$ cat src/rtl/pdr_pkg.sv
package pdr_pkg;

  // capture arming state
  typedef enum logic {
    CAP_WAIT = 1'b0,
    CAP_RUN  = 1'b1
  } cap_st_e;

endpackage

$ cat src/rtl/pdr_capture.sv
module pdr_capture
  import pdr_pkg::*;
#(
  parameter int unsigned CAP_DIV = 8,
  parameter int unsigned CNT_W   = 12
) (
  input  logic             clk,
  input  logic             rst_n,
  input  logic             pwm_in,
  output logic             cap_vld,
  output logic [CNT_W-1:0] cap_hi,
  output logic [CNT_W-1:0] cap_per
);

  localparam int unsigned PRE_W = (CAP_DIV > 1) ? $clog2(CAP_DIV) : 1;
  localparam logic [PRE_W-1:0] PRE_END = PRE_W'(CAP_DIV - 1);
  localparam logic [CNT_W-1:0] CNT_MAX = '1;

  logic             sy_a, sy_b, last_smp;
  logic [PRE_W-1:0] pre;
  logic             smp_en, rise;
  logic [CNT_W-1:0] p_cnt, h_cnt;
  cap_st_e          st;

  assign smp_en = (pre == PRE_END);
  assign rise   = smp_en & sy_b & ~last_smp;

  always_ff @(posedge clk or negedge rst_n) begin
    if (!rst_n) begin
      sy_a     <= 1'b0;
      sy_b     <= 1'b0;
      last_smp <= 1'b0;
      pre      <= '0;
      p_cnt    <= '0;
      h_cnt    <= '0;
      st       <= CAP_WAIT;
      cap_vld  <= 1'b0;
      cap_hi   <= '0;
      cap_per  <= '0;
    end else begin
      sy_a    <= pwm_in;
      sy_b    <= sy_a;
      cap_vld <= 1'b0;
      pre     <= smp_en ? '0 : pre + PRE_W'(1);
      if (smp_en) begin
        last_smp <= sy_b;
        if (rise) begin
          if (st == CAP_RUN) begin
            cap_vld <= 1'b1;
            cap_hi  <= h_cnt;
            cap_per <= p_cnt;
          end
          st    <= CAP_RUN;
          p_cnt <= CNT_W'(1);
          h_cnt <= CNT_W'(1);
        end else if (p_cnt == CNT_MAX) begin
          st <= CAP_WAIT;
        end else begin
          p_cnt <= p_cnt + CNT_W'(1);
          h_cnt <= h_cnt + {{(CNT_W-1){1'b0}}, sy_b};
        end
      end
    end
  end


  cap_shape_chk: assert property (@(posedge clk) disable iff (!rst_n)
    cap_vld |-> (cap_hi != '0 && cap_hi < cap_per));

endmodule

$ cat src/rtl/pdr_phase.sv
module pdr_phase #(
  parameter int unsigned ACC_W    = 16,
  parameter int unsigned CAP_DIV  = 8,
  parameter int unsigned STEP_W   = 12,
  parameter int unsigned MAX_STEP = 682
) (
  input  logic                     clk,
  input  logic                     rst_n,
  input  logic signed [STEP_W-1:0] step,
  input  logic                     load,
  output logic                     tick
);

  localparam int unsigned NOM = (2 ** ACC_W) / CAP_DIV;
  localparam logic [ACC_W-1:0] NOM_V = ACC_W'(NOM);
  localparam logic [ACC_W-1:0] INC_LO = ACC_W'(NOM - MAX_STEP);
  localparam logic [ACC_W-1:0] INC_HI = ACC_W'(NOM + MAX_STEP);
  localparam logic signed [STEP_W-1:0] LIM_P = STEP_W'(MAX_STEP);
  localparam logic signed [STEP_W-1:0] LIM_N = -LIM_P;

  logic signed [STEP_W-1:0] st_c;
  logic [ACC_W-1:0]         st_ext, inc, inc_nx, acc;
  logic [ACC_W:0]           acc_sum;

  always_comb begin
    if (step > LIM_P)      st_c = LIM_P;
    else if (step < LIM_N) st_c = LIM_N;
    else                   st_c = step;
  end

  assign st_ext  = {{(ACC_W-STEP_W){st_c[STEP_W-1]}}, st_c};
  assign inc_nx  = NOM_V + st_ext;
  assign acc_sum = {1'b0, acc} + {1'b0, inc};
  assign tick    = acc_sum[ACC_W];

  always_ff @(posedge clk or negedge rst_n) begin
    if (!rst_n) begin
      acc <= '0;
      inc <= NOM_V;
    end else begin
      acc <= acc_sum[ACC_W-1:0];
      if (load) inc <= inc_nx;
    end
  end


  inc_range_chk: assert property (@(posedge clk) disable iff (!rst_n)
    (inc >= INC_LO && inc <= INC_HI));


  inc_hold_chk: assert property (@(posedge clk) disable iff (!rst_n)
    !$past(load) |-> (inc == $past(inc)));

endmodule

$ cat src/rtl/pdr_replay.sv
module pdr_replay #(
  parameter int unsigned CNT_W   = 12,
  parameter int unsigned RST_PER = 500
) (
  input  logic             clk,
  input  logic             rst_n,
  input  logic             cap_vld,
  input  logic [CNT_W-1:0] cap_hi,
  input  logic [CNT_W-1:0] cap_per,
  input  logic             tick,
  output logic             bnd,
  output logic             pwm_out,
  output logic             cycle_start
);

  localparam logic [CNT_W-1:0] START_CNT = '0;

  logic [CNT_W-1:0] r_cnt, stop_cnt, act_per, pend_hi, pend_per;
  logic             pend_vld, cs_q;

  assign bnd         = tick && (r_cnt == act_per - CNT_W'(1));
  assign pwm_out     = (r_cnt >= START_CNT) && (r_cnt < stop_cnt);
  assign cycle_start = cs_q;

  always_ff @(posedge clk or negedge rst_n) begin
    if (!rst_n) begin
      r_cnt    <= '0;
      stop_cnt <= '0;
      act_per  <= CNT_W'(RST_PER);
      pend_hi  <= '0;
      pend_per <= '0;
      pend_vld <= 1'b0;
      cs_q     <= 1'b0;
    end else begin
      cs_q <= bnd;
      if (tick) r_cnt <= bnd ? '0 : r_cnt + CNT_W'(1);
      if (bnd && pend_vld) begin
        stop_cnt <= pend_hi;
        act_per  <= pend_per;
        pend_vld <= 1'b0;
      end
      if (cap_vld) begin
        pend_hi  <= cap_hi;
        pend_per <= cap_per;
        pend_vld <= 1'b1;
      end
    end
  end


  act_swap_chk: assert property (@(posedge clk) disable iff (!rst_n)
    (act_per != $past(act_per) || stop_cnt != $past(stop_cnt)) |-> $past(bnd));


  cs_phase_chk: assert property (@(posedge clk) disable iff (!rst_n)
    cycle_start |-> (r_cnt == '0));


  rcnt_bound_chk: assert property (@(posedge clk) disable iff (!rst_n)
    r_cnt < act_per);


  pend_hold_chk: assert property (@(posedge clk) disable iff (!rst_n)
    ($past(pend_vld) && !$past(bnd)) |-> pend_vld);

endmodule

$ cat src/rtl/pwm_dither_retimer.sv
module pwm_dither_retimer #(
  parameter int unsigned CAP_DIV  = 8,
  parameter int unsigned ACC_W    = 16,
  parameter int unsigned CNT_W    = 12,
  parameter int unsigned STEP_W   = 12,
  parameter int unsigned MAX_STEP = 682,
  parameter int unsigned RST_PER  = 500
) (
  input  logic                     clk,
  input  logic                     rst_n,
  input  logic                     pwm_in,
  input  logic signed [STEP_W-1:0] rate_step,
  output logic                     pwm_out,
  output logic                     cycle_start
);

  logic             cap_vld, rp_tick, rp_bnd;
  logic [CNT_W-1:0] cap_hi, cap_per;

  pdr_capture #(.CAP_DIV(CAP_DIV), .CNT_W(CNT_W)) u_cap (
    .clk(clk), .rst_n(rst_n), .pwm_in(pwm_in),
    .cap_vld(cap_vld), .cap_hi(cap_hi), .cap_per(cap_per)
  );

  pdr_phase #(.ACC_W(ACC_W), .CAP_DIV(CAP_DIV), .STEP_W(STEP_W),
              .MAX_STEP(MAX_STEP)) u_phase (
    .clk(clk), .rst_n(rst_n), .step(rate_step),
    .load(rp_bnd), .tick(rp_tick)
  );

  pdr_replay #(.CNT_W(CNT_W), .RST_PER(RST_PER)) u_replay (
    .clk(clk), .rst_n(rst_n), .cap_vld(cap_vld), .cap_hi(cap_hi),
    .cap_per(cap_per), .tick(rp_tick), .bnd(rp_bnd),
    .pwm_out(pwm_out), .cycle_start(cycle_start)
  );

endmodule

$ cat config.mk
export PLATFORM = sky130hd
export DESIGN_NAME = pwm_dither_retimer
export DESIGN_NICKNAME = d
export VERILOG_FILES = /design/src/rtl/pdr_pkg.sv /design/src/rtl/pdr_capture.sv /design/src/rtl/pdr_phase.sv /design/src/rtl/pdr_replay.sv /design/src/rtl/pwm_dither_retimer.sv
export SDC_FILE = /design/constraint.sdc
export NUM_CORES = 1
export LEC_CHECK = 0
export ABC_CLOCK_PERIOD_IN_PS = 8200
export BUFFER_PORTS_ARGS = -buffer_cell sky130_fd_sc_hd__buf_2
export CELL_PAD_IN_SITES_DETAIL_PLACEMENT = 1
export CELL_PAD_IN_SITES_GLOBAL_PLACEMENT = 2
export CORE_MARGIN = 5
export CORE_UTILIZATION = 40
export DETAILED_ROUTE_END_ITERATION = 8
export GPL_ROUTABILITY_DRIVEN = 0
export HOLD_SLACK_MARGIN = 0.03
export PLACE_DENSITY_LB_ADDON = 0.1
export SYNTH_ARGS = -nofsm -noshare
export SYNTH_HDL_FRONTEND = slang
export SYNTH_SLANG_ARGS = --single-unit
$ cat constraint.sdc
create_clock -name clk -period 8.2 [get_ports clk]
set_input_delay 2.05 -clock clk [delete_from_list [all_inputs] [get_ports clk]]
set_output_delay 2.05 -clock clk [all_outputs]
set_load 0.005 [all_outputs]
Word level (Yosys, flattened, before mapping)
Cells that the tools add are included.
{ "totals": {"latchBits": 0, "rom_bits": 0, "regBits": 150, "in_bits": 15, "ramBits": 0, "mem_count": 0} }
{ "classes": {"n_lt_le_gt_ge": 4, "bitwise": 3, "n_eq_ne": 4, "n_mux": 15, "n_addsub": 7, "div": 0, "reduce_logical": 8, "shifts": 0, "mul": 0} }
{ "ops": {"columns": ["cell", "count"], "rows": [
  ["$mux W12", 7],
  ["$add A12 B1 Y12 const B", 2],
  ["$add A16 B16 Y17", 1],
  ["$add A15 B12 Y16 const A", 1],
  ["$add A12 B1 Y12", 1],
  ["$eq A12 B12 Y1", 1],
  ["$eq A12 B12 Y1 const B", 1],
  ["$ge A12 B1 Y1 const B", 1],
  ["$gt A12 B11 Y1 const B", 1],
  ["$lt A12 B11 Y1 const B", 1],
  ["$lt A12 B12 Y1", 1],
  ["$sub A12 B1 Y12 const B", 1],
  ["$mux W1", 7],
  ["$reduce_and A2 Y1", 2],
  ["$reduce_bool A2 Y1", 2],
  ["$add A3 B1 Y3 const B", 1],
  ["$eq A3 B3 Y1 const B", 1],
  ["$logic_and A1 B1 Y1", 3],
  ["$mux W3", 1],
  ["$reduce_and A3 Y1", 1],
  ["$and A1 B1 Y1", 2],
  ["$ne A2 B1 Y1 const B", 1],
  ["$not A1 Y1", 1]
]} }

Logic depth before layout (Yosys ltp)
Gate-level depths: netlist of run 1.
{ "logic_depth": {"word_depth": 6, "ltp_mapped": 11, "ltp_nobuf": 9} }

Cells and area by module
From an unflattened synthesis of run 1, not the netlist that was laid out.
{ "hier_totals": {"cells_unflattened": 649, "area_unflattened_um2": 7498.4} }
{ "by_module_without_submodules": {"columns": ["mod", "cells_each", "seq_area_each_um2", "area_per_inst_um2", "n_inst"], "rows": [
  ["pdr_replay", 264, 1559.0, 3214.3, 1],
  ["pdr_capture", 204, 1401.3, 2503.7, 1],
  ["pdr_phase", 181, 726.9, 1780.5, 1]
]} }

Least setup slack after synthesis of run 1
Ideal clock, no wire load.
{ "synth_path": {"path_type": "input to register", "start": "input rate_step[1]", "end": "register u_phase.inc[0]", "arrival_time_ps": 3370, "stages": 9, "setup_slack_ps": 4706, "setup_ps": 125, "path_buffers": 1, "path_cell_list": "a21o_1 a21o_1 a21oi_1 nor2b_1 o211ai_1 ha_1 buf_1 nor3b_1 mux2_2"} }
{ "synth_between": {"elab_chain_len": 4} }
{ "synth_rtl": {"columns": ["item", "line_no", "rtl"], "rows": [
  ["start: declaration", "pwm_dither_retimer.sv:12", "input logic signed [STEP_W-1:0] rate_step,"],
  ["$lt A12 B11 Y1", "pdr_phase.sv:27", "else if (step < LIM_N) st_c = LIM_N;"],
  ["$mux W12", "pdr_phase.sv:27", null],
  ["$mux W12 *", "pdr_phase.sv:26", "if (step > LIM_P) st_c = LIM_P;"],
  ["$add A15 B12 Y16 *", "pdr_phase.sv:32", "assign inc_nx = NOM_V + st_ext;"],
  ["end signal: assignment", "pdr_phase.sv:42", "if (load) inc <= inc_nx;"],
  ["end: declaration", "pdr_phase.sv:22", "logic [ACC_W-1:0] st_ext, inc, inc_nx, acc;"]
]} }
Every way passes the cells marked *; elsewhere a longest branch is shown, timed or not.
A chain may end at the register's enable or synchronous reset.

Worst setup path after layout of run 1
{ "layout_path": {"start": "register u_replay.r_cnt[1]", "end": "output pwm_out"} }
{ "layout_between": {"elab_chain_len": 2} }
{ "layout_rtl": {"columns": ["item", "line_no", "rtl"], "rows": [
  ["start: declaration", "pdr_replay.sv:18", "logic [CNT_W-1:0] r_cnt, stop_cnt, act_per, pend_hi, pend_per;"],
  ["start signal: assignment", "pdr_replay.sv:36", "if (tick) r_cnt <= bnd ? '0 : r_cnt + CNT_W'(1);"],
  ["$ge A12 B1 Y1 or $lt A12 B12 Y1 (tied branches)", "pdr_replay.sv:22", "assign pwm_out = (r_cnt >= START_CNT) && (r_cnt < stop_cnt);"],
  ["$logic_and A1 B1 Y1 *", "pdr_replay.sv:22", null],
  ["end: declaration", "pwm_dither_retimer.sv:13", "output logic pwm_out,"]
]} }
Marked as above.

==> results.py, run 1 <==
metrics = {
    "floorplan": {
        "dieArea_mm2": 0.0209,
        "rows": 49,
        "die_h_um": 145,
        "core_mm2": 0.0179,
        "die_w_um": 145,
        "io_pins": 17,
        "start_util_pct": 40.5,
    },
    "global_routing": {
        "grt_remaining_overflow": 0,
        "grt_pass1_wl_um": 27500,
        "grt_usage_pct": 16.8,
        "grt_pass1_vias": 5212,
        "grt_start_max_net_pins": 83,
        "grt_antenna_before_repair": 0,
    },
    "critical_path": {
        "cpMostUsedCell": "a21o_1",
        "crit_slowest_cell": "dfrtp_1",
        "worst-path-max-fanout": 5,
        "worstPathArrival_ns": 2.13,
        "critPathLaunchType": "flop",
        "worstSetupPathType": "flop to primary output",
        "path_cells": "ha_1 > a21o_1 > a21o_1 > a21oi_1 > nor2b_1 > o21ai_0 > a211o_1 > buf_2",
        "r2r_cells": 9,
        "required_ns": 6.15,
        "worstSetupEndpointType": "primary output",
        "cpPeakStageDelay_ns": 0.44,
    },
    "clocking": {
        "cts_root_buf": "clkbuf_16",
        "htree_levels": 4,
        "clock_sinks": 147,
        "clkLatencyLatePin_ns": 0.42,
        "cts_tree": "done",
        "cts_buffer_depth": 2,
        "clk_pin_slew_ns": 0.06,
        "ctsResizeCount": 0,
        "cts_hold_buf": 0,
        "post_cts_buffers": 0,
        "cts_buffers": 17,
    },
    "layout": {
        "drive_gt1_share_pct": 20.6,
        "syn2layout_area_growth_pct": 13.0,
        "antenna_cells": 0,
        "fillCellCount": 1937,
        "nets": 700,
        "multi_input_area_mm2": 0.00336,
        "layout.cells.non_filler": 893,
        "ff_latch_area_mm2": 0.00369,
    },
    "timing": {
        "max-slew-margin-rel_pct": 28.3,
        "fin_tns_setup_ns": 0,
        "skew_ns": 0.00790,
        "setup_violations": 0,
        "fmax_ghz": 0.239,
        "rsz0062_at_grt": "false",
        "fin_crit_ns": 4.18,
        "worst_pin_slew_ns": 1.07,
        "min_period_over_period_pct": 51.0,
        "fin_ws_ns": 4.02,
        "drv_slew": 0,
        "hold_viol": 0,
    },
    "power": {
        "p_clk_share_pct": 51.3,
        "ir_worst_vdd_mv": 0.171,
        "pwr-share-seq_pct": 45.6,
        "switching_share_pct": 22.5,
        "power_switching_mw": 0.372,
        "leakage_nw": 3.79,
        "p_int_mw": 1.29,
        "powerDensity_mw_per_mm2": 202,
        "p_comb_share_pct": 3.1,
    },
    "synth": {
        "seq_area_frac_synth_pct": 50.8,
        "postSynthAreaPerCell_um2": 11.5,
        "netlist_instances": 633,
        "syn_area_mm2": 0.00725,
        "syn-num-nets": 682,
        "async_flop_share_pct": 100,
        "synth.distinct_cells": 53,
        "yosys_warnings": 0,
        "synth_edf_count": 0,
        "synth_seq_cells": 147,
        "synth_flop_cell": "dfrtp_1",
    },
    "place": {
        "dp.cells": 861,
        "dp_slack_ns": 4.38,
        "numPortBuffers": 16,
        "dp_hpwl_um": 11100,
    },
    "route": {
        "vias": 4760,
        "post_drt_wl_per_cell_um": 17.6,
        "drt-total-wl_um": 15800,
        "avgViaCountPerCell": 5.33,
        "drtAntennaViolNets": 0,
        "dr.pass1.iters": 4,
        "route.detailed.drc": 0,
        "drtIter0Drc": 157,
    },
    "status": {
        "status": "finished clean",
    },
    "run": {
        "drv_cap": 0,
    },
    "min_path": {
        "hold_depth": 0,
        "hold_path_class": "flop to flop",
    },
}
## per-stage QoR
stage / hold WS (ns) / area (um^2) / power [mW] / utilization, %
after global routing: 0.365 / 8200 / 1.72 / 45.8
final: 0.356 / 8200 / 1.66 / 45.8
after global placement: 0.342 / 7560 / 0.819 / 42.2
after floorplan: 0.331 / 7250 / 0.791 / -
after detailed placement: 0.337 / 7560 / 0.822 / 42.2
after CTS: 0.359 / 8200 / 1.68 / 45.8
## critical path, delay by kind of cell (launching register included)
kind	cells	cell delay (ns)
AO/OA/AOI/OAI	5	0.79
adder cells (fa/ha/maj)	1	0.30
buffers and inverters	1	0.12
flip-flops	1	0.44
AND/OR/NAND/NOR	1	0.06
## synthesized netlist by cell type, types with 2 or more instances
library cell / count / area (um^2)
a211o_1: 2 / 17.5
a211oi_1: 2 / 15.0
a21o_1: 12 / 90.1
a21oi_1: 29 / 145
a22o_1: 7 / 61.3
a31oi_1: 3 / 18.8
a32oi_1: 2 / 17.5
and3_1: 7 / 43.8
buf_1: 4 / 15.0
buf_2: 2 / 10.0
buf_6: 2 / 22.5
clkbuf_1: 12 / 45.0
dfrtp_1: 140 / 3500
dfstp_2: 7 / 184
ha_1: 33 / 413
inv_1: 29 / 109
mux2_2: 53 / 597
mux2_4: 20 / 300
mux2i_1: 8 / 80.1
nand2_1: 35 / 131
nand2b_1: 7 / 43.8
nand3_1: 19 / 95.1
nand4_1: 12 / 75.1
nor2_1: 48 / 180
nor2b_1: 8 / 50.1
nor3_1: 5 / 25.0
nor3b_1: 3 / 22.5
nor4_1: 5 / 31.3
o211ai_1: 2 / 15.0
o21a_1: 4 / 30.0
o21ai_0: 31 / 155
o21bai_1: 3 / 22.5
o31ai_1: 3 / 22.5
o41ai_1: 5 / 43.8
or2_2: 2 / 12.5
or3_1: 7 / 43.8
or4_1: 2 / 15.0
xnor2_1: 24 / 210
xor2_1: 20 / 175
## area by class of cell
cell class / instances / share of cell area (%)
clock buffer: 19 / 5.40
clock inverter: 13 / 2.40
inverter: 29 / 1.33
multi-input combinational: 437 / 41.1
sequential: 147 / 45.0
tap: 229 / 3.50
timing repair buffer: 19 / 1.33
## registers in the layout (all words and copies together) (netlist names), 3 cells and up
| register | flops |
|---|---|
| u_cap.cap_hi | 12 |
| u_cap.p_cnt | 12 |
| u_replay.stop_cnt | 12 |
| u_cap.pre | 3 |
| u_replay.pend_per | 12 |
| u_replay.act_per | 12 |
| u_replay.pend_hi | 12 |
| u_phase.acc | 16 |
| u_cap.cap_per | 12 |
| u_replay.r_cnt | 12 |
| u_phase.inc | 13 |
| u_cap.h_cnt | 12 |
## cell usage in the layout (no fill, tap or decap), types with 7 or more instances in the layout
cell type,n
xnor2_1,24
a21o_1,12
nand3_1,19
dfstp_2,7
a22o_1,7
mux2i_1,8
nor2_1,48
xor2_1,20
mux2_4,20
dfrtp_1,140
o21ai_0,31
or3_1,7
and3_1,7
nand4_1,12
buf_2,15
inv_1,29
nor2b_1,8
a21oi_1,29
nand2b_1,7
ha_1,33
nand2_1,35
clkbuf_16,17
mux2_2,53
## path summary, 6_finish.rpt
kind / from / to / slack [ns]
setup / recovery: u_replay.r_cnt[1] / pwm_out / 4.02
setup reg to reg: u_phase.inc[0] / u_replay.stop_cnt[9] / 4.50
min in group asynchronous: rst_n / u_phase.inc[12] / 1.67
hold / removal: u_cap.sy_a / u_cap.sy_b / 0.36
hold reg to reg: u_cap.sy_a / u_cap.sy_b / 0.36
max in group asynchronous: rst_n / u_phase.acc[7] / 5.15
## layer usage
metal	track usage, %	up-vias	share of wire [%]	wire [um]
li1	-	2291	-	-
met1	23.1	2422	49	7690
met2	27.2	37	48	7600
met3	3.78	10	2.1	325
met4	4.42	0	0.91	144
met5	0	-	0	0
## power by group through the flow
| stage | combinational, mW | clock, mW | sequential [mW] |
|---|---|---|---|
| 2_1_floorplan | 0.0261 | 0 | 0.765 |
| 3_3_place_gp | 0.0502 | 0 | 0.769 |
| 3_5_place_dp | 0.0523 | 0 | 0.770 |
| 4_1_cts | 0.0530 | 0.873 | 0.757 |
| 5_1_grt | 0.0600 | 0.904 | 0.758 |
| 6_report | 0.0510 | 0.851 | 0.756 |
## cells by family (layout without fill, tap and decap cells)
group / count (synthesis) / count (layout) / synth area share [%]
buf+inv: 49 / 80 / 2.78
flops: 147 / 147 / 50.8
compound gates: 114 / 114 / 10.4
simple gates: 164 / 164 / 11.2
fa+ha+maj: 34 / 34 / 5.97
mux: 81 / 81 / 13.5
xor+xnor: 44 / 44 / 5.31
No activity file was read; power rests on OpenSTA's default activity.
==> inputs of run 2 (changes only) <==
--- a/config.mk
+++ b/config.mk
@@ -5,7 +5,7 @@
 export SDC_FILE = /design/constraint.sdc
 export NUM_CORES = 1
 export LEC_CHECK = 0
-export ABC_CLOCK_PERIOD_IN_PS = 8200
+export ABC_CLOCK_PERIOD_IN_PS = 3900
 export BUFFER_PORTS_ARGS = -buffer_cell sky130_fd_sc_hd__buf_2
 export CELL_PAD_IN_SITES_DETAIL_PLACEMENT = 1
 export CELL_PAD_IN_SITES_GLOBAL_PLACEMENT = 2
==> constraint.sdc (replaced) <==
create_clock -name clk -period 3.9 [get_ports clk]
set_input_delay 0.975 -clock clk [delete_from_list [all_inputs] [get_ports clk]]
set_output_delay 0.975 -clock clk [all_outputs]
set_load 0.005 [all_outputs]
==> results.py, run 2 (same netlist as run 1, synthesis figures left out) <==
metrics = {
    "status": {
        "status": "finished clean",
    },
    "power": {
        "power_mw": 3.36,
        "ir_worst_vdd_mv": 0.290,
        "powerDensity_mw_per_mm2": 409,
        "leakage_nw": 3.79,
    },
    "critical_path": {
        "timing.rr.start": "u_phase.inc[0]",
        "worstPathArrival_ns": 3.74,
        "r2r_slack_ns": 0.47,
        "worstSetupPathType": "flop to flop",
        "worstSetupEndpointType": "flop",
        "required_ns": 4.20,
        "worst-path-max-fanout": 24,
        "r2r_cells": 10,
        "r2r-end": "u_replay.stop_cnt[11]",
        "critPathLaunchType": "flop",
    },
    "floorplan": {
        "dieArea_mm2": 0.0209,
        "die_h_um": 145,
        "start_util_pct": 40.5,
        "rows": 49,
        "core_mm2": 0.0179,
        "die_w_um": 145,
        "io_pins": 17,
    },
    "route": {
        "drt-total-wl_um": 15500,
        "route.detailed.drc": 0,
        "met2_length_um": 7790,
        "highest_layer": "met4",
        "vias": 4778,
        "drtIter0Drc": 158,
        "drtAntennaViolNets": 0,
        "dr_wl_met3_um": 246,
        "avgViaCountPerCell": 5.32,
        "post_drt_wl_per_cell_um": 17.2,
        "dr.pass1.iters": 4,
        "m1WireLength_um": 7190,
    },
    "clocking": {
        "ctsResizeCount": 0,
        "cts_tree": "done",
        "clk_pin_slew_ns": 0.06,
        "cts_buffers": 17,
        "clock_sinks": 147,
        "cts_buffer_depth": 2,
        "cts_hold_buf": 0,
        "cts_root_buf": "clkbuf_16",
        "post_cts_buffers": 0,
        "clkLatencyLatePin_ns": 0.42,
        "htree_levels": 4,
    },
    "timing": {
        "fin_crit_ns": 3.43,
        "fin_tns_setup_ns": 0,
        "hold_viol": 0,
        "max-slew-margin-rel_pct": 28.3,
        "rsz0062_at_grt": "false",
        "fin_ws_ns": 0.468,
        "setup_violations": 0,
        "worst_pin_slew_ns": 1.08,
        "drv_slew": 0,
        "skew_ns": 0.00775,
        "fmax_ghz": 0.291,
        "min_period_over_period_pct": 88.0,
    },
    "min_path": {
        "hold_path_class": "flop to flop",
        "hold_start": "u_cap.sy_a",
        "holdPathEnd": "u_cap.sy_b",
        "hold_depth": 0,
    },
    "global_routing": {
        "grt_antenna_before_repair": 0,
        "grt_usage_pct": 16.1,
        "grt_remaining_overflow": 0,
        "grt_start_max_net_pins": 62,
        "grt_pass1_vias": 5148,
        "grt_pass1_wl_um": 26300,
    },
    "layout": {
        "drive_gt1_share_pct": 21.4,
        "antenna_cells": 0,
        "reg_top3": "u_phase.acc (16), u_phase.inc (13)",
        "final_area_mm2": 0.00821,
        "largest_reg_flops": 16,
        "max_flop_register": "u_phase.acc",
        "syn2layout_area_growth_pct": 13.1,
        "final_cell_mix": "dfrtp_1 (140), mux2_2 (53), nor2_1 (48)",
        "nets": 705,
        "layout_commonest_cell": "dfrtp_1",
    },
    "place": {
        "numPortBuffers": 16,
        "placed_area_mm2": 0.00761,
        "dp_slack_ns": 0.412,
        "dp_hpwl_um": 11100,
    },
    "run": {
        "drv_cap": 0,
    },
}
[run 2: cell types whose count changed in the layout (fill, tap and decap cells not counted), sizes merged]
cell / previous run / this run
buf: 19 / 24
clkinv: 2 / 3
bufinv: 4 / 2
inv: 35 / 34
clkinvlp: 1 / 3
[run 2: power by group]
part           internal [mW]  total, mW  switching [mW]
sequential              1.56       1.59          0.0306
clock                  0.987       1.66           0.669
combinational         0.0441      0.113          0.0687
total                   2.59       3.36           0.768
[run 2: worst max-delay path: stages (launching register included)]
cell and delay, ns:
dfrtp_1 0.38, ha_1 0.21, fa_1 0.42, a211o_1 0.28
o2111ai_1 0.14, a32oi_1 0.21, a21oi_1 0.37, o21bai_1 0.34
nand3_4 0.16, buf_4 0.41, mux2_2 0.39
[run 2: stage by stage]
| stage | std cells | utilization [%] | hold slack (ns) |
|---|---|---|---|
| floorplan | 633 | - | 0.331 |
| global placement | 866 | 42.5 | 0.346 |
| detailed placement | 866 | 42.5 | 0.337 |
| CTS | 898 | 45.8 | 0.359 |
| global route | 898 | 45.8 | 0.368 |
| finish | 898 | 45.8 | 0.356 |
[run 2: how the worst max path moves through the flow]
stage	start	end	slack, ns	cells after the start
5_1_grt	u_phase.inc[0]	u_replay.stop_cnt[1]	0.19	10
3_5_place_dp	u_phase.inc[0]	u_replay.stop_cnt[11]	0.41	10
3_3_place_gp	u_phase.acc[0]	u_replay.stop_cnt[0]	0.53	10
6_report	u_phase.inc[0]	u_replay.stop_cnt[11]	0.47	10
4_1_cts	u_phase.inc[0]	u_replay.stop_cnt[11]	0.39	10
2_1_floorplan	u_phase.acc[0]	u_replay.act_per[0]	1.07	10
[run 2: cell type report]
cell class / instances / area, um^2
timing repair buffer: 24 / 159
clock buffer: 19 / 453
clock inverter: 13 / 148
inverter: 29 / 109
multi-input combinational: 437 / 3360
sequential: 147 / 3690
tap: 229 / 287
fill: 1920 / 9700
[run 2: per-layer routing]
layer  vias to the layer above  track usage, %
met2                        31            27.9
met4                         0            5.45
met1                      2430            20.2
met3                        19            3.32
li1                       2298               -
met5                         -               0
==> inputs of run 3 (changes only) <==
--- a/config.mk
+++ b/config.mk
@@ -9,8 +9,9 @@
 export BUFFER_PORTS_ARGS = -buffer_cell sky130_fd_sc_hd__buf_2
 export CELL_PAD_IN_SITES_DETAIL_PLACEMENT = 1
 export CELL_PAD_IN_SITES_GLOBAL_PLACEMENT = 2
+export CORE_ASPECT_RATIO = 0.5
 export CORE_MARGIN = 5
-export CORE_UTILIZATION = 40
+export CORE_UTILIZATION = 43
 export DETAILED_ROUTE_END_ITERATION = 8
 export GPL_ROUTABILITY_DRIVEN = 0
 export HOLD_SLACK_MARGIN = 0.03
==> results.py, run 3 (same netlist as run 1, synthesis figures left out) <==
metrics = {
    "status": {
        "status": "finished clean",
    },
    "timing": {
        "min_period_over_period_pct": 83.7,
        "fin_ws_ns": 0.635,
        "rsz0062_at_grt": "false",
        "worst_pin_slew_ns": 1.11,
        "timing.hold.ws_ns": 0.348,
        "max-slew-margin-rel_pct": 26.2,
        "skew_ns": 0.0170,
        "setup_violations": 0,
        "fin_crit_ns": 3.27,
        "fin_tns_setup_ns": 0,
        "fmax_ghz": 0.306,
        "hold_viol": 0,
        "drv_slew": 0,
    },
    "layout": {
        "reg_top3": "u_phase.acc (16), u_phase.inc (13)",
        "layout.cells.non_filler": 897,
        "drive_gt1_share_pct": 21.5,
        "max_flop_register": "u_phase.acc",
        "largest_reg_flops": 16,
        "nets": 706,
        "fillCellCount": 1761,
        "layout_commonest_cell": "dfrtp_1",
        "antenna_cells": 0,
        "syn2layout_area_growth_pct": 13.1,
        "final_cell_mix": "dfrtp_1 (140), mux2_2 (53), nor2_1 (48)",
    },
    "clocking": {
        "cts_buffer_depth": 2,
        "cts_tree": "done",
        "ctsResizeCount": 0,
        "htree_levels": 4,
        "post_cts_buffers": 0,
        "cts_hold_buf": 0,
        "cts_root_buf": "clkbuf_16",
        "cts_buffers": 17,
        "clk_pin_slew_ns": 0.07,
        "clock_sinks": 147,
        "clkLatencyLatePin_ns": 0.43,
    },
    "run": {
        "drv_cap": 0,
    },
    "critical_path": {
        "worstSetupPathType": "flop to flop",
        "required_ns": 4.21,
        "critPathLaunch": "u_phase.inc[0]",
        "timing.rr.start": "u_phase.inc[0]",
        "critPathLaunchType": "flop",
        "worst-path-max-fanout": 24,
        "worstSetupEndpointType": "flop",
        "r2r-end": "u_replay.stop_cnt[0]",
        "endpoint": "u_replay.stop_cnt[0]",
        "r2r_slack_ns": 0.63,
        "worstPathArrival_ns": 3.58,
        "r2r_cells": 10,
    },
    "route": {
        "vias": 4689,
        "route.detailed.drc": 0,
        "drtIter0Drc": 159,
        "avgViaCountPerCell": 5.23,
        "dr.pass1.iters": 6,
        "post_drt_wl_per_cell_um": 17.0,
        "drtAntennaViolNets": 0,
        "drt-total-wl_um": 15300,
    },
    "power": {
        "ir_worst_vdd_mv": 0.324,
        "pwr-share-seq_pct": 47.5,
        "leakage_nw": 3.80,
        "switching_share_pct": 25.9,
        "powerDensity_mw_per_mm2": 408,
        "p_clk_share_pct": 49.1,
        "p_int_mw": 2.48,
        "power_switching_mw": 0.867,
        "p_comb_share_pct": 3.4,
    },
    "global_routing": {
        "grt_pass1_vias": 5059,
        "grt_antenna_before_repair": 0,
        "grt_usage_pct": 17.0,
        "grt_start_max_net_pins": 71,
        "grt_pass1_wl_um": 26800,
        "grt_remaining_overflow": 0,
    },
    "place": {
        "dp.cells": 865,
        "dp_slack_ns": 0.597,
        "numPortBuffers": 16,
        "dp_hpwl_um": 10500,
    },
    "floorplan": {
        "dieArea_mm2": 0.0197,
        "die_w_um": 194,
        "rows": 33,
        "die_h_um": 102,
        "start_util_pct": 44.0,
        "core_mm2": 0.0165,
        "io_pins": 17,
    },
    "min_path": {
        "hold_start": "u_cap.sy_a",
        "hold_path_class": "flop to flop",
    },
}
==> run 3: critical path: stages, from the launching register on <==
cell       delay, ns
dfrtp_1         0.39
ha_1            0.21
fa_1            0.43
a211o_1         0.28
o2111ai_1       0.15
a32oi_1         0.24
a21oi_1         0.35
o21bai_1        0.20
nand3_4         0.10
buf_4           0.40
mux2_2          0.38
==> run 3: power groups by stage <==
| stage | Clock (mW) | Combinational [mW] | Sequential, mW |
|---|---|---|---|
| after global placement | 0 | 0.110 | 1.62 |
| after global routing | 1.76 | 0.133 | 1.60 |
| after floorplan | 0 | 0.0549 | 1.61 |
| after detailed placement | 0 | 0.113 | 1.62 |
| after CTS | 1.68 | 0.117 | 1.59 |
| final | 1.64 | 0.112 | 1.59 |
==> run 3: final cells by class <==
cell class	instances	area, um^2	share of cell area (%)
well taps	227	284	3.46
inverters	29	109	1.33
multi-input cells	437	3360	41.0
flip-flops and latches	147	3690	45.0
clock inverters	14	153	1.86
repair buffers	25	166	2.03
clock buffers	18	439	5.35
==> run 3: per-stage QoR <==
step	cell area [um^2]	total power, mW	util, %
after detailed placement	7610	1.73	46.2
final	8200	3.34	49.8
after CTS	8200	3.38	49.8
after floorplan	7250	1.66	-
after global placement	7610	1.73	46.2
after global routing	8200	3.49	49.8
==> run 3: layer usage <==
| layer | routed length, um | up-vias | global-route usage [%] |
|---|---|---|---|
| met5 | 0 | - | 0 |
| li1 | - | 2293 | - |
| met2 | 6840 | 35 | 27.7 |
| met3 | 390 | 12 | 4.18 |
| met1 | 7920 | 2349 | 23.2 |
| met4 | 138 | 0 | 4.73 |
==> run 3: worst min-delay path by stage <==
stage | endpoint | slack [ns] | cells past startpoint
floorplan | u_cap.sy_b | 0.33 | 0
CTS | u_cap.sy_b | 0.35 | 0
global placement | u_cap.sy_b | 0.33 | 0
global route | u_cap.sy_b | 0.36 | 0
detailed placement | u_cap.sy_b | 0.34 | 0
finish | u_cap.sy_b | 0.35 | 0
